### src/rtl/tdm_chain_pkg.sv
package tdm_chain_pkg;

    typedef enum logic [1:0] {
        ST_IDLE    = 2'd0,
        ST_LOCAL   = 2'd1,
        ST_FORWARD = 2'd2
    } tx_state_t;

endpackage

### src/rtl/tdm_frame_ctrl.sv
module tdm_frame_ctrl
    import tdm_chain_pkg::*;
#(
    parameter int FRAME_BITS = 512,
    parameter int LOCAL_BITS = 128,
    localparam int CNT_W     = $clog2(FRAME_BITS)
) (
    input  logic             clk,
    input  logic             rst_n,
    input  logic             fsync,
    output tx_state_t        state,
    output logic [CNT_W-1:0] pos
);

    localparam logic [CNT_W-1:0] POS_LAST_LOCAL = CNT_W'(LOCAL_BITS - 1);
    localparam logic [CNT_W-1:0] POS_LAST_FRAME = CNT_W'(FRAME_BITS - 1);

    tx_state_t        state_nx;
    logic [CNT_W-1:0] pos_nx;

    // state register
    always_ff @(posedge clk or negedge rst_n) begin
        if (!rst_n) begin
            state <= ST_IDLE;
            pos   <= '0;
        end else begin
            state <= state_nx;
            pos   <= pos_nx;
        end
    end

    // next state and position
    always_comb begin
        state_nx = state;
        pos_nx   = pos;
        unique case (state)
            ST_IDLE: begin
                if (fsync) begin
                    state_nx = ST_LOCAL;
                    pos_nx   = '0;
                end
            end
            ST_LOCAL: begin
                if (fsync) begin
                    state_nx = ST_LOCAL;
                    pos_nx   = '0;
                end else begin
                    if (pos == POS_LAST_LOCAL) begin
                        state_nx = ST_FORWARD;
                    end
                    pos_nx = pos + 1'b1;
                end
            end
            ST_FORWARD: begin
                if (fsync) begin
                    state_nx = ST_LOCAL;
                    pos_nx   = '0;
                end else if (pos == POS_LAST_FRAME) begin
                    pos_nx = '0;
                end else begin
                    pos_nx = pos + 1'b1;
                end
            end
            default: begin
                state_nx = ST_IDLE;
                pos_nx   = '0;
            end
        endcase
    end

    AST_SYNC_RESTART: assert property (@(posedge clk) disable iff (!rst_n)
        fsync |=> (state == ST_LOCAL) && (pos == '0));

    AST_LOCAL_SPAN: assert property (@(posedge clk) disable iff (!rst_n)
        (state == ST_LOCAL) |-> (pos <= POS_LAST_LOCAL));

    AST_FORWARD_HOLD: assert property (@(posedge clk) disable iff (!rst_n)
        (state == ST_FORWARD) && !fsync |=> (state == ST_FORWARD));

    AST_LOCAL_EXIT: assert property (@(posedge clk) disable iff (!rst_n)
        (state == ST_LOCAL) && (pos == POS_LAST_LOCAL) && !fsync
        |=> (state == ST_FORWARD) && (pos == CNT_W'(LOCAL_BITS)));

endmodule

### src/rtl/tdm_delay_line.sv
module tdm_delay_line #(
    parameter int DEPTH = 128
) (
    input  logic clk,
    input  logic rst_n,
    input  logic sdi,
    output logic tap
);

    logic [DEPTH-1:0] line_q;

    always_ff @(posedge clk or negedge rst_n) begin
        if (!rst_n) begin
            line_q <= '0;
        end else begin
            line_q <= {line_q[DEPTH-2:0], sdi};
        end
    end

    assign tap = line_q[DEPTH-1];

    AST_LINE_ENTRY: assert property (@(posedge clk) disable iff (!rst_n)
        1'b1 |=> (line_q[0] == $past(sdi)));

endmodule

### src/rtl/tdm_slot_mux.sv
module tdm_slot_mux
    import tdm_chain_pkg::*;
#(
    parameter int LOCAL_CH  = 4,
    parameter int SAMPLE_W  = 24,
    parameter int SLOT_W    = 32,
    parameter int CNT_W     = 9,
    localparam int BIT_W    = $clog2(SLOT_W),
    localparam int CH_W     = $clog2(LOCAL_CH),
    localparam int SIDX_W   = $clog2(SAMPLE_W)
) (
    input  logic                               clk,
    input  logic                               rst_n,
    input  logic                               load,
    input  logic [LOCAL_CH-1:0][SAMPLE_W-1:0]  samples,
    input  tx_state_t                          state,
    input  logic [CNT_W-1:0]                   pos,
    input  logic                               dly_tap,
    output logic                               next_bit
);

    logic [SAMPLE_W-1:0] cap_q [LOCAL_CH];

    // one capture register per local channel
    for (genvar g = 0; g < LOCAL_CH; g++) begin : g_cap
        always_ff @(posedge clk or negedge rst_n) begin
            if (!rst_n) begin
                cap_q[g] <= '0;
            end else if (load) begin
                cap_q[g] <= samples[g];
            end
        end
    end

    logic [BIT_W-1:0]  bit_off;
    logic [CH_W-1:0]   slot_sel;
    logic [SIDX_W-1:0] smp_idx;
    logic              in_sample;
    logic              local_bit;

    assign bit_off   = pos[BIT_W-1:0];
    assign slot_sel  = pos[BIT_W +: CH_W];
    assign in_sample = (32'(bit_off) < SAMPLE_W);
    assign smp_idx   = SIDX_W'(SAMPLE_W - 1 - 32'(bit_off));

    always_comb begin
        local_bit = 1'b0;
        if (in_sample) begin
            local_bit = cap_q[slot_sel][smp_idx];
        end
    end

    always_comb begin
        unique case (state)
            ST_IDLE:    next_bit = 1'b0;
            ST_LOCAL:   next_bit = local_bit;
            ST_FORWARD: next_bit = dly_tap;
            default:    next_bit = 1'b0;
        endcase
    end

    AST_PAD_LOW: assert property (@(posedge clk) disable iff (!rst_n)
        (state == ST_LOCAL) && (32'(pos[BIT_W-1:0]) >= SAMPLE_W) |-> !next_bit);

endmodule

### src/rtl/tdm_chain_tx.sv
module tdm_chain_tx
    import tdm_chain_pkg::*;
#(
    parameter int LOCAL_CH = 4,
    parameter int SAMPLE_W = 24,
    parameter int SLOT_W   = 32,
    parameter int SLOTS    = 16
) (
    input  logic                bclk,
    input  logic                rst_n,
    input  logic                fsync,
    input  logic [SAMPLE_W-1:0] ch_l1,
    input  logic [SAMPLE_W-1:0] ch_r1,
    input  logic [SAMPLE_W-1:0] ch_l2,
    input  logic [SAMPLE_W-1:0] ch_r2,
    input  logic                tdm_in,
    output logic                tdm_out
);

    localparam int FRAME_BITS = SLOTS * SLOT_W;
    localparam int LOCAL_BITS = LOCAL_CH * SLOT_W;
    localparam int CNT_W      = $clog2(FRAME_BITS);

    tx_state_t                         state;
    logic [CNT_W-1:0]                  pos;
    logic                              dly_tap;
    logic                              next_bit;
    logic [LOCAL_CH-1:0][SAMPLE_W-1:0] samples;

    assign samples = {ch_r2, ch_l2, ch_r1, ch_l1};

    tdm_frame_ctrl #(
        .FRAME_BITS (FRAME_BITS),
        .LOCAL_BITS (LOCAL_BITS)
    ) i_ctrl (
        .clk   (bclk),
        .rst_n (rst_n),
        .fsync (fsync),
        .state (state),
        .pos   (pos)
    );

    tdm_delay_line #(
        .DEPTH (LOCAL_BITS)
    ) i_dly (
        .clk   (bclk),
        .rst_n (rst_n),
        .sdi   (tdm_in),
        .tap   (dly_tap)
    );

    tdm_slot_mux #(
        .LOCAL_CH (LOCAL_CH),
        .SAMPLE_W (SAMPLE_W),
        .SLOT_W   (SLOT_W),
        .CNT_W    (CNT_W)
    ) i_mux (
        .clk      (bclk),
        .rst_n    (rst_n),
        .load     (fsync),
        .samples  (samples),
        .state    (state),
        .pos      (pos),
        .dly_tap  (dly_tap),
        .next_bit (next_bit)
    );

    // launch on the falling edge
    always_ff @(negedge bclk or negedge rst_n) begin
        if (!rst_n) begin
            tdm_out <= 1'b0;
        end else begin
            tdm_out <= next_bit;
        end
    end

    AST_IDLE_QUIET: assert property (@(posedge bclk) disable iff (!rst_n)
        (state == ST_IDLE) |-> !tdm_out);

endmodule

### config.mk
export PLATFORM = sky130hd
export DESIGN_NAME = tdm_chain_tx
export DESIGN_NICKNAME = d
export VERILOG_FILES = /design/src/rtl/tdm_chain_pkg.sv /design/src/rtl/tdm_frame_ctrl.sv /design/src/rtl/tdm_delay_line.sv /design/src/rtl/tdm_slot_mux.sv /design/src/rtl/tdm_chain_tx.sv
export SDC_FILE = /design/constraint.sdc
export NUM_CORES = 1
export LEC_CHECK = 0
export ABC_AREA = 0
export CORE_ASPECT_RATIO = 0.5
export CORE_MARGIN = 2
export CORE_UTILIZATION = 31
export DETAILED_ROUTE_END_ITERATION = 8
export GPL_TIMING_DRIVEN = 0
export PLACE_DENSITY = 0.52
export SLEW_MARGIN = 20
export SYNTH_ARGS = -nofsm -noshare
export SYNTH_HDL_FRONTEND = slang
export SYNTH_SLANG_ARGS = --single-unit
### constraint.sdc
create_clock -name bclk -period 3.8 [get_ports bclk]
set_clock_uncertainty 0.2 [all_clocks]
set_input_delay 0.95 -clock bclk [delete_from_list [all_inputs] [get_ports bclk]]
set_output_delay 0.95 -clock bclk [all_outputs]
set_load 0.02 [all_outputs]
==> results of run 1 <==
## layout make-up
class / instances / share of cell area [%]
Buffer: 23 / 1.33
Clock buffer: 30 / 6.14
Clock inverter: 8 / 1.17
Inverter: 5 / 0.174
Multi-Input combinational cell: 229 / 21.5
Sequential cell: 236 / 54.8
Tap cell: 352 / 4.08
Timing Repair Buffer: 109 / 10.8
## metal layers
metal	part of all wire (%)	routed length, µm
met1	47	8380
met2	48	8500
met3	2.7	477
met4	2.3	414
met5	0	0
## what timing repair did
item	in CTS	in global routing
resized for setup	21	3
endpoints found under the setup margin	2	2
pin swaps	5	3
cloned	1	0
hold endpoints to repair	0	0
setup buffers	5	1
## power breakdown
group	internal, mW	switching, mW	total (mW)	leakage, nW
Sequential	2.65	0.0592	2.71	2.96
Combinational	0.258	0.193	0.451	1.30
Clock	1.42	0.933	2.36	0.379
Total	4.33	1.18	5.51	4.64
## cell usage in the layout (no fill, tap or decap), types with 8 or more instances in the layout
master / netlist / routed
clkdlybuf4s50_1: 0 / 98
dfrtp_1: 235 / 233
mux4_2: 15 / 15
mux2_2: 110 / 110
nand2_1: 17 / 17
clkbuf_16: 0 / 23
clkbuf_1: 12 / 13
buf_4: 4 / 8
## state kept, by name, summed over array words and instances (netlist names)
register / flops
i_dly.line_q: 128
i_mux.cap_q: 96
i_ctrl.pos: 9
i_ctrl.state: 2
tdm_out: 1
## worst max-delay path by stage
| stage | from | to | cells after the start |
|---|---|---|---|
| CTS | tdm_out$_DFF_NN0_ | tdm_out | 1 |
| global placement | rst_n | tdm_out$_DFF_NN0_ | 1 |
| global route | i_ctrl.pos[6]$_DFFE_PN0P_ | tdm_out$_DFF_NN0_ | 7 |
| finish | tdm_out$_DFF_NN0_ | tdm_out | 1 |
| floorplan | i_ctrl.pos[5]$_DFFE_PN0P_ | tdm_out$_DFF_NN0_ | 6 |
| detailed placement | i_ctrl.pos[0]$_DFFE_PN0P_ | tdm_out$_DFF_NN0_ | 6 |
## logic make-up (layout without fill, tap and decap cells)
kind of cell,after synthesis,after routing,share of synthesized area [%]
fa+ha+maj,7,7,1.05
flops,236,236,71.1
mux,129,129,19.5
buf+inv,29,175,1.88
simple gates,52,52,3.24
compound gates,41,41,3.30
## metrics by stage
stage               TNS [ns]  power, mW  utilization [%]  cell area [µm²]  std cells
floorplan                  0       2.95                -             8310        494
global placement    -1925.04       3.18             37.0             9750        946
detailed placement    -0.797       3.20             37.2             9810        948
CTS                   -0.577       5.60             40.8            10800        991
global route          -0.658       5.78             40.9            10800        992
finish                -0.539       5.51             40.9            10800        992
==> results.tsv, run 1 <==
metric	value	unit
max_stage_delay	0.40	ns
ff2ff_path_depth	7	
yosys_warnings	0	
power.density	511	mW/mm²
violations	setup timing	
synthesis.nets	601	
slew_headroom	45.9	%
critPathArrivalTime	2.93	ns
area_delta_synth_final	29.8	%
r2r_start	i_ctrl.pos[6]$_DFFE_PN0P_	
netlist_top_cells_count	dfrtp_1, mux2_2, nand2_1	
netlist_area	0.00831	mm²
cts_made_buffers	22	
netlist.area_leader.share	70.8	%
ios	101	
cts_sinks	236	
drt-total-wl	17800	µm
status	finished, violations left	
antenna_cells	0	
drt_pass1_iterations	4	
hold_viol	0	
ant_nets	0	
cp_num_buf_inv	1	
clockBufferDepth	3	
start_util	31.5	%
reg2reg_to	tdm_out$_DFF_NN0_	
synth_edf_count	0	
grt_pass1_vias	4892	
hold_depth	0	
critPathKind	reg2out	
worst_slack	-0.277	ns
htreeDepth	1	
clk_latency	0.51	ns
regArea	0.00591	mm²
hpwl	11800	µm
tightest_slew	0.812	ns
cts_hold_buf	0	
cap_viol_max_count	0	
yosysMostFrequentCell	dfrtp_1	
reg2reg_slack	-0.26	ns
die_w	236	µm
crit_chain	buf_6	
vias	4426	
holdWs	0.134	ns
hold_end	i_dly.line_q[102]$_DFF_PN0_	
vdd_drop_max	0.000263	V
antenna_found_initial	0	
rsz0062_at_grt	yes	
p_leak	4.64	nW
drive_gt1_share	31.1	%
start_kind	register	
rows	42	
synth_top_area_cell	dfrtp_1	
crit_family	flip-flops	
grt_use_met2	21.7	%
multi_input_area	0.00232	mm²
synth_cell_types	39	
grt_max_degree	96	
path_max_fanout	1	
async_flop_share	100	%
routed_via_density	4.46	
drv_slew	0	
dieArea	0.0282	mm²
drt_iter0_drc	244	
finalNetCount	733	
cts_tree	built	
min_from	i_dly.line_q[101]$_DFF_PN0_	
gp_congestion	0.773	
ys_seq_elements	236	
crit_required	2.65	ns
grt.met3_usage	2.65	%
io_buffers	100	
setup_viol	2	
overflow	0	
coreArea	0.0264	mm²
grt_usage	13.4	%
synth-seq-area-share	71.1	%
gr-max-usage-layer	met2	
ys_top_cells_by_area	dfrtp_1, mux2_2, mux4_2	
postSynthCellCount	494	
grt_util_met1	18.5	%
cts_root_buffer	clkbuf_16	
route.detailed.drc	0	
fill_cells	2402	
hold_class	reg2reg	
endpoint_kind	output port	
die_y	120	µm
grt_pass1_wl	28700	µm
preCtsSetupSlack	-0.569	ns
syn-mean-instance-area	16.8	µm²
synth_ff_type	dfrtp_1	
slowest_stage	dfrtn_1	
clkTransAtPathRegs	0.07	ns
wl_per_cell	17.9	µm
No activity file was read; power rests on OpenSTA's default activity.
==> inputs of run 2 (changes only) <==
Settings changed: SETUP_SLACK_MARGIN set to 0.1.
==> results.tsv, run 2 (synthesized netlist as in run 1, its figures left out) <==
metric	value	unit	change
violations	setup timing		unchanged
wl_per_cell	18.0	µm	was 17.9 µm
final_cells	992		unchanged
grt_usage	13.2	%	was 13.4%
route.detailed.drc	0		unchanged
total_power	5.46	mW	was 5.51 mW
largest_reg_flops	128		unchanged
ant_nets	0		unchanged
path_max_fanout	1		unchanged
rows	42		unchanged
grt_max_degree	96		unchanged
antenna_found_initial	0		unchanged
vdd_drop_max	0.000279	V	was 0.000263 V
drt-total-wl	17900	µm	was 17800 µm
cts_sinks	236		unchanged
grt_pass1_wl	28400	µm	was 28700 µm
critPathKind	reg2out		unchanged
cts_root_buffer	clkbuf_16		unchanged
drv_slew	0		unchanged
status	finished, violations left		unchanged
area_delta_synth_final	29.2	%	was 29.8%
crit_required	2.65	ns	about the same
crit_chain	buf_6		unchanged
post_dp_cell_area	0.00983	mm²	was 0.00981 mm²
setup_viol	2		unchanged
tightest_slew	0.865	ns	was 0.812 ns
critPathArrivalTime	2.94	ns	was 2.93 ns
clkTransAtPathRegs	0.07	ns	about the same
crit_family	flip-flops		unchanged
largest_register	i_dly.line_q		unchanged
worst_slack	-0.294	ns	was -0.277 ns
routed_via_density	4.53		was 4.46
slowest_stage	dfrtn_1		unchanged
hold_viol	0		unchanged
coreArea	0.0264	mm²	unchanged
hpwl	11900	µm	was 11800 µm
endpoint_kind	output port		unchanged
start_util	31.5	%	unchanged
hold_class	in2async		was reg2reg
cap_viol_max_count	0		unchanged
r2r_start	i_ctrl.pos[6]$_DFFE_PN0P_		unchanged
cts_tree	built		unchanged
cp-startpoint	tdm_out$_DFF_NN0_		unchanged
holdWs	0.135	ns	was 0.134 ns
start_kind	register		unchanged
slew_headroom	42.3	%	was 45.9%
io_buffers	100		unchanged
cp_num_buf_inv	1		unchanged
overflow	0		unchanged
finalNetCount	734		was 733
stdcell_area	0.0107	mm²	was 0.0108 mm²
fill_cells	2434		was 2402
clk_latency	0.50	ns	was 0.51 ns
dp.cells	948		unchanged
cts_made_buffers	22		unchanged
final_cell_mix	dfrtp_1, mux2_2, clkdlybuf4s50_1, clkbuf_16, nand2_1		unchanged
drive_gt1_share	31.3	%	was 31.1%
gp_congestion	0.767		was 0.773
clockBufferDepth	3		unchanged
top_regs	i_dly.line_q: 128 flops, i_mux.cap_q: 96 flops, i_ctrl.pos: 9 flops		unchanged
dieArea	0.0282	mm²	unchanged
ios	101		unchanged
final_common_cell	dfrtp_1		unchanged
p_leak	4.63	nW	was 4.64 nW
ff2ff_path_depth	7		unchanged
antenna_cells	0		unchanged
grt_pass1_vias	4909		was 4892
vias	4494		was 4426
drt_pass1_iterations	4		unchanged
htreeDepth	1		unchanged
rsz0062_at_grt	yes		unchanged
cts_hold_buf	0		unchanged
fin_setup_tns	-0.571	ns	was -0.539 ns
max_stage_delay	0.41	ns	was 0.40 ns
die_y	120	µm	unchanged
power.density	509	mW/mm²	was 511 mW/mm²
crit_cells	1		unchanged
die_w	236	µm	unchanged
drt_iter0_drc	235		was 244
run 2: cell type report:
type | count | area (µm²) | area share (%)
sequential | 236 | 5910 | 55.0
multi-input combinational | 229 | 2320 | 21.6
timing repair buffer | 109 | 1140 | 10.6
clock buffer | 26 | 586 | 5.45
tap | 352 | 440 | 4.10
clock inverter | 11 | 171 | 1.60
buffer | 24 | 158 | 1.47
inverter | 5 | 18.8 | 0.175
run 2: repair_timing:
| item | CTS | global route |
|---|---|---|
| gates cloned | 1 | 0 |
| buffers inserted | 6 | 0 |
| resized for setup | 20 | 6 |
| pin swaps | 4 | 2 |
| endpoints found under the setup margin | 2 | 2 |
run 2: path summary, 6_finish.rpt:
| path | endpoint | slack, ns |
|---|---|---|
| max in group asynchronous | tdm_out$_DFF_NN0_ | 0.65 |
| max reg2reg | tdm_out$_DFF_NN0_ | -0.28 |
| min | i_dly.line_q[66]$_DFF_PN0_ | 0.14 |
| max | tdm_out | -0.29 |
| min reg2reg | i_dly.line_q[125]$_DFF_PN0_ | 0.14 |
| min in group bclk | i_dly.line_q[125]$_DFF_PN0_ | 0.14 |
run 2: metal layers:
| layer | global-route usage, % | wire length [µm] | up-vias |
|---|---|---|---|
| met3 | 2.23 | 696 | 27 |
| met5 | 0 | 0 | - |
| met4 | 3.70 | 374 | 0 |
| li1 | - | - | 2022 |
| met2 | 22.0 | 8780 | 72 |
| met1 | 17.8 | 8030 | 2373 |
run 2: power by group:
part           total, mW  internal (mW)  switching (mW)
Combinational      0.436          0.255           0.181
Clock               2.32           1.37           0.943
Sequential          2.71           2.65          0.0647
run 2: metrics by stage:
| stage | utilization [%] | setup slack, ns |
|---|---|---|
| after floorplan | - | 0.0352 |
| after global placement | 37.0 | -9.80 |
| after detailed placement | 37.3 | -0.498 |
| after CTS | 40.6 | -0.310 |
| after global routing | 40.7 | -0.344 |
| final | 40.7 | -0.294 |
==> inputs of run 3 (changes only) <==
--- a/config.mk
+++ b/config.mk
@@ -13,3 +13,3 @@
 export GPL_TIMING_DRIVEN = 0
-export PLACE_DENSITY = 0.52
+export PLACE_DENSITY = 0.47
 export SETUP_SLACK_MARGIN = 0.1
--- a/constraint.sdc
+++ b/constraint.sdc
@@ -4,2 +4,2 @@
 set_output_delay 0.95 -clock bclk [all_outputs]
-set_load 0.02 [all_outputs]
+set_load 0.1 [all_outputs]
==> results.tsv, run 3 (synthesized netlist as in run 1, its figures left out) <==
metric	value	unit	change
cts_root_buffer	clkbuf_16		unchanged
clockBufferDepth	3		unchanged
post_dp_cell_area	0.00983	mm²	unchanged
combPwrFrac	8.4	%	was 8.0%
grt_usage	13.5	%	was 13.2%
drt-total-wl	18300	µm	was 17900 µm
tightest_slew	0.853	ns	was 0.865 ns
coreArea	0.0264	mm²	unchanged
ant_nets	0		unchanged
start_kind	register		unchanged
grt_pass1_wl	28900	µm	was 28400 µm
wl_per_cell	18.4	µm	was 18.0 µm
p_seq_share	50.5	%	was 49.6%
overflow	0		unchanged
violations	setup timing		unchanged
crit_family	flip-flops		unchanged
grt_max_degree	86		was 96
die_y	120	µm	unchanged
slowest_stage	dfrtn_1		unchanged
ios	101		unchanged
final_cell_mix	dfrtp_1, mux2_2, clkdlybuf4s50_1, clkbuf_16, nand2_1		unchanged
path_max_fanout	1		unchanged
crit_required	2.65	ns	about the same
r2r_start	i_ctrl.pos[6]$_DFFE_PN0P_		unchanged
critPathArrivalTime	3.05	ns	was 2.94 ns
swShare	22.4	%	was 21.8%
cap_viol_max_count	0		unchanged
fin_util	40.5	%	was 40.7%
route.detailed.drc	0		unchanged
finalNetCount	731		was 734
setup_viol	2		unchanged
max_stage_delay	0.44	ns	was 0.41 ns
drt_iter0_drc	293		was 235
hold_class	reg2reg		was in2async
htreeDepth	1		unchanged
min_from	i_dly.line_q[101]$_DFF_PN0_		
gp_congestion	0.741		was 0.767
intPower	4.16	mW	was 4.28 mW
clkTransAtPathRegs	0.06	ns	was 0.07 ns
status	finished, violations left		unchanged
routed_via_density	4.52		was 4.53
hpwl	12100	µm	was 11900 µm
vias	4484		was 4494
reg2reg_slack	-0.28	ns	about the same
regArea	0.00591	mm²	unchanged
p_clk_share	41.0	%	was 42.4%
rows	42		unchanged
final_common_cell	dfrtp_1		unchanged
area_delta_synth_final	28.7	%	was 29.2%
endpoint_kind	output port		unchanged
largest_reg_flops	128		unchanged
fill_cells	2413		was 2434
cts_made_buffers	22		unchanged
power.density	501	mW/mm²	was 509 mW/mm²
io_buffers	100		unchanged
top_regs	i_dly.line_q: 128 flops, i_mux.cap_q: 96 flops, i_ctrl.pos: 9 flops		unchanged
vdd_drop_max	0.000270	V	was 0.000279 V
stdcell_area	0.0107	mm²	about the same
worst_slack	-0.398	ns	was -0.294 ns
largest_register	i_dly.line_q		unchanged
cts_hold_buf	0		unchanged
rsz0062_at_grt	yes		unchanged
die_w	236	µm	unchanged
cp_num_buf_inv	1		unchanged
p_leak	4.61	nW	was 4.63 nW
dieArea	0.0282	mm²	unchanged
p_switching	1.20	mW	was 1.19 mW
clk_latency	0.51	ns	was 0.50 ns
fin_setup_tns	-0.680	ns	was -0.571 ns
start_util	31.5	%	unchanged
cp-startpoint	tdm_out$_DFF_NN0_		unchanged
drt_pass1_iterations	4		unchanged
grt_pass1_vias	4857		was 4909
multi_input_area	0.00232	mm²	about the same
critPathKind	reg2out		unchanged
antenna_cells	0		unchanged
crit_chain	buf_12		was buf_6
cts_tree	built		unchanged
holdWs	0.145	ns	was 0.135 ns
drive_gt1_share	30.7	%	was 31.3%
cts_sinks	236		unchanged
drv_slew	0		unchanged
antenna_found_initial	0		unchanged
slew_headroom	43.1	%	was 42.3%
hold_viol	0		unchanged
-- run 3: cell types whose count changed in the layout (fill, tap and decap cells not counted), sizes merged --
cell / before / now
clkinvlp: 2 / 1
clkbuf: 39 / 44
bufinv: 4 / 1
clkinv: 5 / 4
buf: 22 / 20
inv: 5 / 6
-- run 3: path summary, 6_finish.rpt --
path,endpoint,depth (start not counted)
max reg2reg,tdm_out$_DFF_NN0_,7
min reg2reg,i_dly.line_q[102]$_DFF_PN0_,0
min in group asynchronous,i_dly.line_q[55]$_DFF_PN0_,1
min,i_dly.line_q[102]$_DFF_PN0_,0
max in group asynchronous,tdm_out$_DFF_NN0_,2
max,tdm_out,1
-- run 3: metal layers --
| metal | part of all wire, % | vias to the layer above | global-route usage, % |
|---|---|---|---|
| li1 | - | 2017 | - |
| met1 | 47 | 2372 | 19.1 |
| met2 | 48 | 71 | 21.8 |
| met3 | 4.0 | 24 | 2.97 |
| met4 | 1.5 | 0 | 2.55 |
| met5 | 0 | - | 0 |
-- run 3: metrics by stage --
step / worst slack [ns] / power, mW / std cells
after floorplan: -0.199 / 2.96 / 494
final: -0.398 / 5.36 / 991
after detailed placement: -0.776 / 3.21 / 948
after global placement: -9.93 / 3.20 / 946
after CTS: -0.421 / 5.46 / 991
after global routing: -0.428 / 5.62 / 991
-- run 3: layout make-up --
| class | count | share of cell area, % |
|---|---|---|
| inverter | 5 | 0.175 |
| sequential | 236 | 55.2 |
| multi-input combinational | 229 | 21.7 |
| clock inverter | 7 | 0.725 |
| clock buffer | 32 | 6.06 |
| tap | 352 | 4.12 |
| timing repair buffer | 106 | 10.6 |
| buffer | 24 | 1.40 |
-- run 3: power groups by stage --
stage / combinational, mW / sequential (mW) / clock [mW]
after detailed placement: 0.449 / 2.76 / 0
after global placement: 0.437 / 2.76 / 0
after CTS: 0.465 / 2.71 / 2.29
after floorplan: 0.216 / 2.74 / 0
after global routing: 0.496 / 2.72 / 2.40
final: 0.453 / 2.71 / 2.20
-- run 3: what timing repair did --
item | in CTS | in global routing
cloned | 1 | 0
pin swaps | 4 | 0
resized for setup | 25 | 0
endpoints found under the setup margin | 2 | 2
setup buffers | 3 | 0
